**src/rtl/ivc_pkg.sv**
```systemverilog
package ivc_pkg;
  localparam int PORT_W = 3;

  typedef enum logic [PORT_W-1:0] {
    PORT_LOCAL = 3'd0,
    PORT_EAST  = 3'd1,
    PORT_WEST  = 3'd2,
    PORT_NORTH = 3'd3,
    PORT_SOUTH = 3'd4
  } portId_e;

  // bit 0 marks a packet start, bit 1 marks a packet end
  typedef enum logic [1:0] {
    KIND_BODY   = 2'b00,
    KIND_HEAD   = 2'b01,
    KIND_TAIL   = 2'b10,
    KIND_SINGLE = 2'b11
  } flitKind_e;

  typedef struct packed {
    logic slotLoad;
    logic portLoad;
    logic vcLoad;
  } ivcStrobe_t;
endpackage

```
**src/rtl/ivc_route.sv**
```systemverilog
module ivc_route #(
  parameter int COORD_W = 2,
  parameter int HERE_X  = 1,
  parameter int HERE_Y  = 2
) (
  input  logic [COORD_W-1:0]          destX,
  input  logic [COORD_W-1:0]          destY,
  output logic [ivc_pkg::PORT_W-1:0]  port
);
  import ivc_pkg::*;
  localparam logic [COORD_W-1:0] hereX = COORD_W'(HERE_X);
  localparam logic [COORD_W-1:0] hereY = COORD_W'(HERE_Y);

  always_comb begin
    if (destX > hereX)      port = PORT_EAST;
    else if (destX < hereX) port = PORT_WEST;
    else if (destY > hereY) port = PORT_NORTH;
    else if (destY < hereY) port = PORT_SOUTH;
    else                    port = PORT_LOCAL;
  end
endmodule

```
**src/rtl/ivc_datapath.sv**
```systemverilog
module ivc_datapath #(
  parameter int COORD_W = 2,
  parameter int DATA_W  = 8,
  parameter int VC_W    = 2,
  parameter int HERE_X  = 1,
  parameter int HERE_Y  = 2,
  localparam int FLIT_W = 2 + 2*COORD_W + DATA_W
) (
  input  logic                        clk,
  input  logic                        rstN,
  input  ivc_pkg::ivcStrobe_t         strobe,
  input  logic [FLIT_W-1:0]           fifoFlit,
  input  logic [VC_W-1:0]             vaGrantVc,
  output logic [FLIT_W-1:0]           slotFlit,
  output logic [VC_W-1:0]             vcReg,
  output logic [ivc_pkg::PORT_W-1:0]  portReg
);
  import ivc_pkg::*;
  logic [PORT_W-1:0] rcPort;

  ivc_route #(.COORD_W(COORD_W), .HERE_X(HERE_X), .HERE_Y(HERE_Y)) uRoute (
    .destX(fifoFlit[2 +: COORD_W]),
    .destY(fifoFlit[2+COORD_W +: COORD_W]),
    .port (rcPort)
  );

  always_ff @(posedge clk) begin
    if (!rstN) begin
      slotFlit <= '0;
      vcReg    <= '0;
      portReg  <= PORT_LOCAL;
    end else begin
      if (strobe.slotLoad) slotFlit <= fifoFlit;
      if (strobe.portLoad) portReg  <= rcPort;
      if (strobe.vcLoad)   vcReg    <= vaGrantVc;
    end
  end
endmodule

```
**src/rtl/ivc_ctrl.sv**
```systemverilog
module ivc_ctrl (
  input  logic                 clk,
  input  logic                 rstN,
  input  logic                 fifoValid,
  input  logic [1:0]           fifoKind,
  input  logic [1:0]           slotKind,
  input  logic                 vaGrant,
  input  logic                 saGrant,
  output logic                 fifoDeq,
  output logic                 slotValid,
  output logic                 vaReq,
  output logic                 saReq,
  output ivc_pkg::ivcStrobe_t  strobe
);
  logic vcHeld;
  logic saWin;
  logic slotFree;

  always_comb begin
    vaReq    = slotValid && !vcHeld;
    saReq    = slotValid && vcHeld;
    saWin    = saReq && saGrant;
    slotFree = !slotValid || saWin;
    fifoDeq  = fifoValid && slotFree;
    strobe.slotLoad = fifoDeq;
    // the port register only moves when a new packet takes the slot
    strobe.portLoad = fifoDeq && fifoKind[0];
    strobe.vcLoad   = vaReq && vaGrant;
  end

  always_ff @(posedge clk) begin
    if (!rstN) begin
      slotValid <= 1'b0;
      vcHeld    <= 1'b0;
    end else begin
      if (fifoDeq)    slotValid <= 1'b1;
      else if (saWin) slotValid <= 1'b0;

      if (saWin && slotKind[1]) vcHeld <= 1'b0;
      else if (strobe.vcLoad)   vcHeld <= 1'b1;
    end
  end
endmodule

```
**src/rtl/ivc_rc_pipe.sv**
```systemverilog
module ivc_rc_pipe #(
  parameter int COORD_W = 2,
  parameter int DATA_W  = 8,
  parameter int VC_W    = 2,
  parameter int HERE_X  = 1,
  parameter int HERE_Y  = 2,
  localparam int FLIT_W = 2 + 2*COORD_W + DATA_W
) (
  input  logic              clk,
  input  logic              rstN,
  input  logic              fifoValid,
  input  logic [FLIT_W-1:0] fifoFlit,
  output logic              fifoDeq,
  output logic              ebValid,
  output logic [FLIT_W-1:0] ebFlit,
  output logic              vaReq,
  input  logic              vaGrant,
  input  logic [VC_W-1:0]   vaGrantVc,
  output logic [VC_W-1:0]   outVc,
  output logic              saReq,
  input  logic              saGrant,
  output logic [2:0]        outPort
);
  import ivc_pkg::*;
  ivcStrobe_t strobe;

  ivc_ctrl uCtrl (
    .clk(clk), .rstN(rstN),
    .fifoValid(fifoValid), .fifoKind(fifoFlit[1:0]), .slotKind(ebFlit[1:0]),
    .vaGrant(vaGrant), .saGrant(saGrant),
    .fifoDeq(fifoDeq), .slotValid(ebValid),
    .vaReq(vaReq), .saReq(saReq), .strobe(strobe)
  );

  ivc_datapath #(.COORD_W(COORD_W), .DATA_W(DATA_W), .VC_W(VC_W),
                 .HERE_X(HERE_X), .HERE_Y(HERE_Y)) uPath (
    .clk(clk), .rstN(rstN), .strobe(strobe),
    .fifoFlit(fifoFlit), .vaGrantVc(vaGrantVc),
    .slotFlit(ebFlit), .vcReg(outVc), .portReg(outPort)
  );
endmodule

```
**config.mk**
```make
export PLATFORM = sky130hd
export DESIGN_NAME = ivc_rc_pipe
export DESIGN_NICKNAME = d
export VERILOG_FILES = /design/src/rtl/ivc_pkg.sv /design/src/rtl/ivc_route.sv /design/src/rtl/ivc_datapath.sv /design/src/rtl/ivc_ctrl.sv /design/src/rtl/ivc_rc_pipe.sv
export SDC_FILE = /design/constraint.sdc
export NUM_CORES = 1
export LEC_CHECK = 0
export BUFFER_PORTS_ARGS = -buffer_cell sky130_fd_sc_hd__clkbuf_2
export CAP_MARGIN = 0
export CORE_ASPECT_RATIO = 0.8
export CORE_MARGIN = 5
export CORE_UTILIZATION = 43
export DETAILED_ROUTE_END_ITERATION = 16
export PLACE_DENSITY = 0.74
export SLEW_MARGIN = 10
export SYNTH_ARGS = -nofsm -noshare
export SYNTH_HDL_FRONTEND = slang
export SYNTH_SLANG_ARGS = --single-unit
```
**constraint.sdc**
```tcl
create_clock -name clk -period 1.8 [get_ports clk]
set_clock_uncertainty 0.2 [all_clocks]
set_input_delay 0.36 -clock clk [delete_from_list [all_inputs] [get_ports clk]]
set_output_delay 0.36 -clock clk [all_outputs]
set_load 0.005 [all_outputs]
```
==> summary.md <==
| Metric | Value |
|---|---|
| Outcome | `finished clean` |
| Gr ovfl total | `0` |
| Critical Setup Path Class | `register to primary output` |
| Nets@finish | `around 170` |
| Syn Nets | `between 100 and 150` |
| Yosys top cell by area | `dfxtp_1` |
| Share of cells above drive strength 1 | `a little under two fifths` |
| Startpoint types | `register` |
| Peak supply drop | `0.000445 V` |
| DR WL/cell | `roughly 13 µm` |
| Hold_ws | `69.1 ps` |
| Via-to-Cell Ratio | `around 5.3` |
| Port Buf Inserts | `43` |
| Clk buf depth | `2` |
| Final wirelength | `roughly 2300 µm` |
| Post-synth top area share | `approximately half` |
| Max frequency | `587 MHz` |
| FF/Latch Area | `approximately 420 µm²` |
| H-tree depth | `1` |
| Die W | `59.9 µm` |
| Period minus WS final | `1700 ps` |
| Cts bufs inserted | `3` |
| Tcrit/Tclk final | `between 90% and 100%` |
| # Post-CTS Setup Buffers | `0` |
| Final core utilization | `59.4%` |
| Power per cell area | `~800 mW/mm²` |
| Actual slew at the worst max-slew pin | `~340 ps` |
| Final setup viols | `0` |
| Initial core utilization | `between 40 and 50%` |
| DP HPWL | `approximately 1700 µm` |
| RSZ-0062 raised after global routing | `no` |
| CP arrival | `1140 ps` |
| Hold Buf Count CTS | `0` |
| Total Die Area | `approximately 0.003 mm²` |
| Clock latency on the worst-skew pair | `slightly below 300 ps` |
| Syn. warnings | `0` |
| Synth Instances | `between 90 and 100` |
| Worst min-delay path class | `input pin to register` |
| Initial antenna violation count | `0` |
| First-pass GRT wire length | `3660 µm` |
| Final instance area | `roughly 0.0011 mm²` |
| DR DRC count | `0` |
| Setup ws final | `between 90 and 100 ps` |
| Maxcap violations | `0` |
| Avg Cell Area, Syn | `approximately 8.7 µm²` |
| Largest net degree at the start of global routing | `18` |
| First DRT Iteration DRCs | `29` |
| Post-DRT Antenna Nets | `0` |
| P&R area growth vs syn | `31.1%` |
| TNS Setup | `0 ps` |
| Crit path max fanout | `6` |
| GP Congestion | `between 0.8 and 0.9` |
| Ports | `44` |
| Hold Vio Cnt, Final | `0` |
| Fillers | `about 190` |
| WP data required | `around 1200 ps` |
| Vias | `approximately 900` |
| Sequential share of the synthesized area | `between 40% and 50%` |
| Syn Std Cell Area | `about 860 µm²` |
| Num Clock Sinks | `21` |
| TritonCTS clock tree | `built` |
| Place WS | `305 ps` |
| Die Span Y | `between 40 and 50 µm` |
| Area used by multi-input combinational logic | `385 µm²` |
| N_diodes | `0` |
| Cell variety after synth | `21` |
| Number of global-route vias before repair | `around 860` |
| Crit. End Element | `primary output` |
| Clock-pin transition on the worst setup and hold timing paths | `about 110 ps` |
| Static leakage | `~0.52 nW` |
| Clk root buf | `clkbuf_4` |
| Ranking of synthesized cells by area | `dfxtp_1 49%, a21oi_1 11%, nand3_1 8.8%, o21ai_0 8.8%, buf_6 2.6%` |
| Yosys reg bits | `21` |
| Core area | `0.00189 mm²` |
| PostCTS Resize Cnt | `0` |
| DR pass1 iterations | `4` |
| Final Max Slew Viols | `0` |
| Cell Area, Placed | `0.00110 mm²` |
| Slew Limit Headroom | `77.4%` |
| All-Layer GR Usage | `between 10% and 20%` |
| Rows | `14` |
worst max-delay path: stages (launching register included):
cell,delay (ps)
dfxtp_1,470
a21boi_4,90
nor2_1,150
clkbuf_2,140
worst paths after layout:
path	startpoint	end	slack [ps]	depth (start not counted)
setup reg to reg	uCtrl.vcHeld	uPath.portReg[0]	310	3
setup / recovery	uCtrl.vcHeld	fifoDeq	100	3
hold reg to reg	uPath.slotFlit[7]	uPath.slotFlit[7]	280	2
hold / removal	fifoFlit[0]	uPath.portReg[0]	70	2
synthesized netlist by cell type:
master,count
nor2_1,3
mux2i_1,2
o21ai_0,15
nand2_1,4
clkbuf_1,3
inv_1,2
nand3_1,15
a21bo_2,1
buf_6,2
a311oi_1,1
nor3b_1,1
dfxtp_1,21
nor2b_1,1
nand3b_1,1
a21boi_4,1
and2_1,2
buf_2,2
a31oi_1,1
a21oi_1,19
o21ai_1,1
a2111o_1,1
final cells by class:
type                       count  share of cell area, %
inverter                       2                  0.668
multi-input combinational     69                   34.3
tap                           24                   2.67
clock buffer                   4                   2.34
timing repair buffer          48                   22.5
sequential                    21                   37.5
flip-flops by register name, summed over array words and instances, names as in the netlist:
register         cells
uCtrl.slotValid      1
uCtrl.vcHeld         1
uPath.portReg        3
uPath.slotFlit      14
uPath.vcReg          2
layout by cell type, fill, tap and decap left out, types with 2 or more instances in the layout:
master / netlist / layout
a21oi_1: 19 / 19
and2_1: 2 / 2
buf_4: 0 / 5
clkbuf_2: 0 / 43
clkbuf_4: 0 / 3
dfxtp_1: 21 / 20
inv_1: 2 / 2
mux2i_1: 2 / 2
nand2_1: 4 / 4
nand3_1: 15 / 15
nor2_1: 3 / 3
o21ai_0: 15 / 15
routing by layer:
metal  track usage [%]  vias up  part of all wire [%]
met1              18.0      409                    42
met4              3.32        0                  0.44
met2              27.0       36                    48
met5                 0        -                     0
li1                  -      444                     -
met3              6.79        2                   9.1
kinds of logic (layout without fill, tap and decap cells):
logic type             after synthesis  count (layout)  synth area share [%]
muxes                                2               2                  2.34
AOI/OAI and AO/OA                   40              40                  26.9
DFF                                 21              21                  49.1
and+or+nand+nor                     27              27                  15.8
buffers and inverters                9              54                  5.99
where the power goes:
part           internal (mW)  switching (mW)
combinational         0.0709          0.0791
clock                 0.0863           0.136
sequential             0.491          0.0166
through the flow:
step,instances,power (mW)
after floorplan,99,0.596
after global placement,164,0.664
after detailed placement,164,0.668
after CTS,168,0.895
after global routing,168,0.942
final,168,0.880
Power figures use the tool's default switching activity.
